<file path="config.mk">
export PLATFORM = sky130hd
export DESIGN_NAME = simd_sat_alu
export DESIGN_NICKNAME = d
export VERILOG_FILES = /design/src/rtl/simd_pkg.sv /design/src/rtl/simd_lane.sv /design/src/rtl/simd_qmac.sv /design/src/rtl/simd_sat_alu.sv
export SDC_FILE = /design/constraint.sdc
export NUM_CORES = 2
export LEC_CHECK = 0
export BUFFER_PORTS_ARGS = -buffer_cell sky130_fd_sc_hd__buf_2
export CELL_PAD_IN_SITES_DETAIL_PLACEMENT = 0
export CELL_PAD_IN_SITES_GLOBAL_PLACEMENT = 1
export CORE_MARGIN = 2
export CORE_UTILIZATION = 38
export DETAILED_ROUTE_END_ITERATION = 8
export PLACE_DENSITY_LB_ADDON = 0.1
export REMOVE_ABC_BUFFERS = 1
export SYNTH_ARGS = -nofsm -noshare
export SYNTH_HDL_FRONTEND = slang
export SYNTH_SLANG_ARGS = --single-unit
export TNS_END_PERCENT = 30
</file>
<file path="constraint.sdc">
create_clock -name clk -period 36.2 [get_ports clk]
set_input_delay 5.43 -clock clk [delete_from_list [all_inputs] [get_ports clk]]
set_output_delay 5.43 -clock clk [all_outputs]
set_load 0.05 [all_outputs]
</file>
<file path="src/rtl/simd_pkg.sv">
package simd_pkg;
  typedef enum logic [3:0] {
    OP_ADD   = 4'd0,
    OP_SUB   = 4'd1,
    OP_SADD  = 4'd2,
    OP_SSUB  = 4'd3,
    OP_UADD  = 4'd4,
    OP_USUB  = 4'd5,
    OP_RHADD = 4'd6,
    OP_MIN   = 4'd7,
    OP_MAX   = 4'd8,
    OP_MINU  = 4'd9,
    OP_MAXU  = 4'd10,
    OP_QMUL  = 4'd11,
    OP_MAC   = 4'd12,
    OP_BSWAP = 4'd13,
    OP_BREV  = 4'd14,
    OP_RSV   = 4'd15
  } simd_op_e;

  typedef enum logic [1:0] {
    SZ8  = 2'd0,
    SZ16 = 2'd1,
    SZ32 = 2'd2,
    SZX  = 2'd3
  } simd_sz_e;

  localparam int NUM_SIZES = 3;
endpackage

</file>
<file path="src/rtl/simd_lane.sv">
module simd_lane
  import simd_pkg::*;
#(
  parameter int W = 8
) (
  input  logic [3:0]   op,
  input  logic [W-1:0] a,
  input  logic [W-1:0] b,
  output logic [W-1:0] r,
  output logic         sat
);
  localparam int NB = W / 8;
  localparam logic [W-1:0] SMAX = {1'b0, {(W-1){1'b1}}};
  localparam logic [W-1:0] SMIN = {1'b1, {(W-1){1'b0}}};
  localparam logic [W-1:0] UMAX = {W{1'b1}};

  logic [W:0]   s_sum, s_dif, u_sum, u_dif, h_sum;
  logic         s_lt, u_lt;
  logic [W-1:0] bsw, brv;

  assign s_sum = {a[W-1], a} + {b[W-1], b};
  assign s_dif = {a[W-1], a} - {b[W-1], b};
  assign u_sum = {1'b0, a} + {1'b0, b};
  assign u_dif = {1'b0, a} - {1'b0, b};
  assign h_sum = s_sum + {{W{1'b0}}, 1'b1};
  assign s_lt  = $signed(a) < $signed(b);
  assign u_lt  = a < b;

  always_comb begin
    for (int k = 0; k < NB; k++) bsw[8*k +: 8] = a[W-8-8*k +: 8];
    for (int k = 0; k < W; k++)  brv[k] = a[W-1-k];
  end

  always_comb begin
    r   = '0;
    sat = 1'b0;
    case (op)
      OP_ADD:  r = u_sum[W-1:0];
      OP_SUB:  r = u_dif[W-1:0];
      OP_SADD: begin
        sat = s_sum[W] ^ s_sum[W-1];
        r   = sat ? (s_sum[W] ? SMIN : SMAX) : s_sum[W-1:0];
      end
      OP_SSUB: begin
        sat = s_dif[W] ^ s_dif[W-1];
        r   = sat ? (s_dif[W] ? SMIN : SMAX) : s_dif[W-1:0];
      end
      OP_UADD: begin
        sat = u_sum[W];
        r   = sat ? UMAX : u_sum[W-1:0];
      end
      OP_USUB: begin
        sat = u_dif[W];
        r   = sat ? '0 : u_dif[W-1:0];
      end
      OP_RHADD: r = h_sum[W:1];
      OP_MIN:   r = s_lt ? a : b;
      OP_MAX:   r = s_lt ? b : a;
      OP_MINU:  r = u_lt ? a : b;
      OP_MAXU:  r = u_lt ? b : a;
      OP_BSWAP: r = bsw;
      OP_BREV:  r = brv;
      default:  r = '0;
    endcase
  end
endmodule

</file>
<file path="src/rtl/simd_qmac.sv">
module simd_qmac #(
  parameter int XLEN = 32
) (
  input  logic [XLEN-1:0]   a,
  input  logic [XLEN-1:0]   b,
  input  logic [2*XLEN-1:0] acc,
  output logic [XLEN-1:0]   q_res,
  output logic              q_sat,
  output logic [2*XLEN-1:0] mac
);
  localparam int NH = XLEN / 16;
  localparam int MW = 2 * XLEN;

  logic signed [31:0] prod [NH];
  logic [NH-1:0]      h_ovf;

  for (genvar h = 0; h < NH; h++) begin : g_half
    logic [16:0] tq;
    assign prod[h] = $signed(a[16*h +: 16]) * $signed(b[16*h +: 16]);
    assign tq      = prod[h][31:15];
    assign h_ovf[h] = tq[16] ^ tq[15];
    assign q_res[16*h +: 16] = h_ovf[h] ? 16'h7fff : tq[15:0];
  end

  assign q_sat = |h_ovf;

  always_comb begin
    mac = acc;
    for (int h = 0; h < NH; h++)
      mac = mac + {{(MW-32){prod[h][31]}}, prod[h]};
  end
endmodule

</file>
<file path="src/rtl/simd_sat_alu.sv">
module simd_sat_alu
  import simd_pkg::*;
#(
  parameter int XLEN = 32
) (
  input  logic              clk,
  input  logic              rst,
  input  logic              in_valid,
  input  logic [3:0]        op,
  input  logic [1:0]        esz,
  input  logic [XLEN-1:0]   opa,
  input  logic [XLEN-1:0]   opb,
  input  logic [2*XLEN-1:0] acc_in,
  input  logic              ovf_clr,
  output logic [2*XLEN-1:0] res_out,
  output logic              out_valid,
  output logic              ovf_sticky
);
  localparam int MW = 2 * XLEN;

  logic [XLEN-1:0]      lane_res [NUM_SIZES];
  logic [NUM_SIZES-1:0] lane_sat;
  logic [XLEN-1:0]      q_res;
  logic                 q_sat;
  logic [MW-1:0]        mac;
  logic [MW-1:0]        nxt_res;
  logic                 nxt_sat;
  logic [1:0]           sel;

  for (genvar gi = 0; gi < NUM_SIZES; gi++) begin : g_sz
    localparam int W = 8 << gi;
    localparam int N = XLEN / W;
    logic [XLEN-1:0] r_l;
    logic [N-1:0]    s_l;
    for (genvar li = 0; li < N; li++) begin : g_lane
      simd_lane #(.W(W)) u_lane (
        .op (op),
        .a  (opa[li*W +: W]),
        .b  (opb[li*W +: W]),
        .r  (r_l[li*W +: W]),
        .sat(s_l[li])
      );
    end
    assign lane_res[gi] = r_l;
    assign lane_sat[gi] = |s_l;
  end

  simd_qmac #(.XLEN(XLEN)) u_qmac (
    .a    (opa),
    .b    (opb),
    .acc  (acc_in),
    .q_res(q_res),
    .q_sat(q_sat),
    .mac  (mac)
  );

  assign sel = (esz == SZ8) ? 2'd0 : (esz == SZ16) ? 2'd1 : 2'd2;

  always_comb begin
    nxt_res = '0;
    nxt_sat = 1'b0;
    case (op)
      OP_QMUL: begin
        nxt_res = {{XLEN{1'b0}}, q_res};
        nxt_sat = q_sat;
      end
      OP_MAC: nxt_res = mac;
      OP_RSV: nxt_res = '0;
      default: begin
        nxt_res = {{XLEN{1'b0}}, lane_res[sel]};
        nxt_sat = lane_sat[sel];
      end
    endcase
  end

  always_ff @(posedge clk) begin
    if (rst) begin
      res_out    <= '0;
      out_valid  <= 1'b0;
      ovf_sticky <= 1'b0;
    end else begin
      out_valid  <= in_valid;
      if (in_valid) res_out <= nxt_res;
      ovf_sticky <= (ovf_sticky & ~ovf_clr) | (in_valid & nxt_sat);
    end
  end

  // one-cycle registered latency
  p_latency_r1: assert property (@(posedge clk) disable iff (rst)
    in_valid |=> out_valid);

  // idle cycles keep the result
  p_idle_hold_r11: assert property (@(posedge clk) disable iff (rst)
    !in_valid |=> ($stable(res_out) && !out_valid));

  // flag holds without a clear
  p_sticky_hold_r10: assert property (@(posedge clk) disable iff (rst)
    (ovf_sticky && !ovf_clr) |=> ovf_sticky);

  // clear with no new operation drops the flag
  p_sticky_clear_r10: assert property (@(posedge clk) disable iff (rst)
    (ovf_clr && !in_valid) |=> !ovf_sticky);

  // unsigned max never below either operand
  p_umax_bound_r6: assert property (@(posedge clk) disable iff (rst)
    (in_valid && op == OP_MAXU && esz == SZ32) |=>
      (res_out[XLEN-1:0] >= $past(opa) && res_out[XLEN-1:0] >= $past(opb)));

  // -1.0 x -1.0 clamps and raises the flag
  p_qsat_r7: assert property (@(posedge clk) disable iff (rst)
    (in_valid && op == OP_QMUL && opa == 32'h8000_8000 && opb == 32'h8000_8000) |=>
      (res_out[31:0] == 32'h7fff_7fff && ovf_sticky));

  // lane-wise results leave the upper half zero
  p_upper_zero_r2: assert property (@(posedge clk) disable iff (rst)
    (in_valid && op == OP_ADD) |=> (res_out[MW-1:XLEN] == '0));
endmodule

</file>
==> impl_metrics.json <==
{
  "cts_max_level": 3,
  "rsz0062_at_grt": "false",
  "yosysSeqAreaShare_pct": 3.11,
  "multi_input_area_um2": 36600,
  "min_period_ps": 16820,
  "final_util_pct": 41.2,
  "die_h_um": 338,
  "grt_max_degree": 48,
  "grt_overflow": 0,
  "area_delta_synth_final_pct": 7.44,
  "cts_setup_buffers": 0,
  "max_cap_violations": 1,
  "fill_cells": 11830,
  "netlist_instances": 5607,
  "finalCritPeriodShare_pct": 46.5,
  "hp-class": "flop to flop",
  "rr_worst_depth": 7,
  "first_pass_iters": 8,
  "stdcell_count": 7143,
  "cts_sinks": 66,
  "synth_edf_count": 0,
  "register_area_um2": 1320,
  "ant_nets": 0,
  "timing.hold.ws_ps": 480,
  "clock_path_buffers": 2,
  "synth.top_cell.area_share_pct": 28.1,
  "grt_pass1_vias": 43916,
  "syn-cell-area_um2": 42400,
  "slew_violations": 0,
  "yosysTopAreaCell": "fa_1",
  "routed_wl_um": 240000,
  "drc": 0,
  "gp_congestion": 1.07,
  "hold_depth": 2,
  "max_freq_ghz": 0.0595,
  "grt_pass1_wl_um": 339000,
  "synth_async_sr_flop_share_pct": 0,
  "cts.reportedPaths.clkPinSlew_ps": 70,
  "drtIter0Drc": 5674,
  "crit_type": "primary input to flop",
  "crit_fanout": 22,
  "layout.nets": 6683,
  "wire_per_inst_um": 33.6,
  "antenna_found_initial": 17,
  "tritoncts": "built",
  "finClkSkew_ps": 0,
  "critical_path.slowest_cell": "o31ai_1",
  "clock_latency_ps": 390,
  "drive_gt1_share_pct": 8.08,
  "avgSynthCellArea_um2": 7.57,
  "arrival_ps": 17100,
  "synthDistinctLibCells": 102,
  "coreArea_um2": 111000,
  "drt-vias-per-instance": 6.35,
  "max_slew.worst_pin.slew_ps": 1480,
  "cts_buffers": 9,
  "synth_most_common_cell": "inv_1",
  "ys_warn_count": 0,
  "root_buffer": "clkbuf_16",
  "ctsHoldBuffers": 0,
  "netlist_top_cells_count": "inv_1, fa_1, nand2_1, nor2_1, a21oi_1",
  "rows": 122,
  "grt_use_total_pct": 40.9,
  "dp_hpwl_um": 192000,
  "cpPeakStageDelay_ps": 750,
  "failed_checks": "capacitance limit",
  "port_buffers": 203,
  "io_pins": 204,
  "die_x_um": 338,
  "start_util_pct": 38.4,
  "worstPathRequired_ps": 36480,
  "critPathLaunchType": "primary input",
  "end_kind": "flop",
  "synthTopCellsByArea": "fa_1, ha_1, inv_1",
  "fin_setup_tns_ps": 0,
  "route.vias.total": 45342,
  "synth-main-ff-cell": "dfxtp_1",
  "setup_viol": 0,
  "finalHoldViolCount": 0,
  "synth-seq-cells": 66,
  "dieArea_um2": 114000,
  "relSlewSlack_pct": 0.378,
  "cts_resized": 0,
  "dpl.cell_count": 7125,
  "status": "complete, but fails checks"
}
[registers in the layout (all words and copies together) (netlist names)]
signal	cells
out_valid	1
ovf_sticky	1
res_out	64
[path summary, 6_finish.rpt]
check                                              start                        to  slack, ps
worst max-delay path                              opa[7]  res_out[31]$_SDFFE_PP0P_      19380
worst min-delay path            res_out[41]$_SDFFE_PP0P_  res_out[41]$_SDFFE_PP0P_        480
worst max register to register   res_out[6]$_SDFFE_PP0P_   res_out[6]$_SDFFE_PP0P_      33960
worst min register to register  res_out[41]$_SDFFE_PP0P_  res_out[41]$_SDFFE_PP0P_        480
[cell families after synthesis]
kind of cell | share of synthesized area, %
compound gates | 23.5
xor+xnor | 5.76
buf+inv | 10.9
simple gates | 19.0
mux | 0.575
flops | 3.11
fa+ha+maj | 37.1
[critical path, delay by kind of cell]
| kind | cells | cell delay [ps] |
|---|---|---|
| AO/OA/AOI/OAI | 16 | 4830 |
| XOR/XNOR | 2 | 570 |
| adder cells (fa/ha/maj) | 10 | 4610 |
| buffers and inverters | 8 | 1040 |
| AND/OR/NAND/NOR | 3 | 570 |
[per-stage QoR]
| step | worst slack [ps] | instance area, um^2 |
|---|---|---|
| 2_1_floorplan | 19430 | 41200 |
| 3_3_place_gp | 18970 | 45300 |
| 3_5_place_dp | 19020 | 45300 |
| 4_1_cts | 19350 | 45600 |
| 5_1_grt | 18980 | 45600 |
| 6_report | 19380 | 45600 |
[routing by layer]
layer  routed length, um  global-route usage, %
met2               99500                   60.1
met5                 127                      0
met1               98600                   55.3
met4               14700                   19.5
met3               27200                   11.3
[cells in the final DEF (no fill, tap or decap), types with 20 or more instances in the layout]
cell,count
a21oi_1,337
or2_2,24
o21bai_1,42
o22ai_1,20
o31ai_1,38
nand2_1,547
buf_4,150
a22oi_1,70
nor3_1,79
inv_1,896
a211oi_1,64
a221oi_1,62
and3_1,39
o21ai_0,273
xor2_1,78
nand3_1,99
nor2_1,342
a2111oi_0,27
nand4_1,48
nor2b_1,42
buf_2,204
nor4_1,37
a21o_1,88
dfxtp_1,66
a221o_1,24
o211ai_1,54
or3_1,39
ha_1,301
a22o_1,38
nand2b_1,51
xnor2_1,195
fa_1,596
o21a_1,39
a31oi_1,52
and2_1,193
[cell type report]
type                       instances  area share (%)
multi-input combinational       4317            80.2
inverter                         900            7.41
clock inverter                     7           0.170
antenna                            2          0.0110
tap                             1488            4.08
timing repair buffer             354            4.71
sequential                        66            2.90
clock buffer                       9           0.494
Power is left out: the tool's default activity adds up to more than one toggle a clock period on the data nets, which glitch-free logic cannot reach.
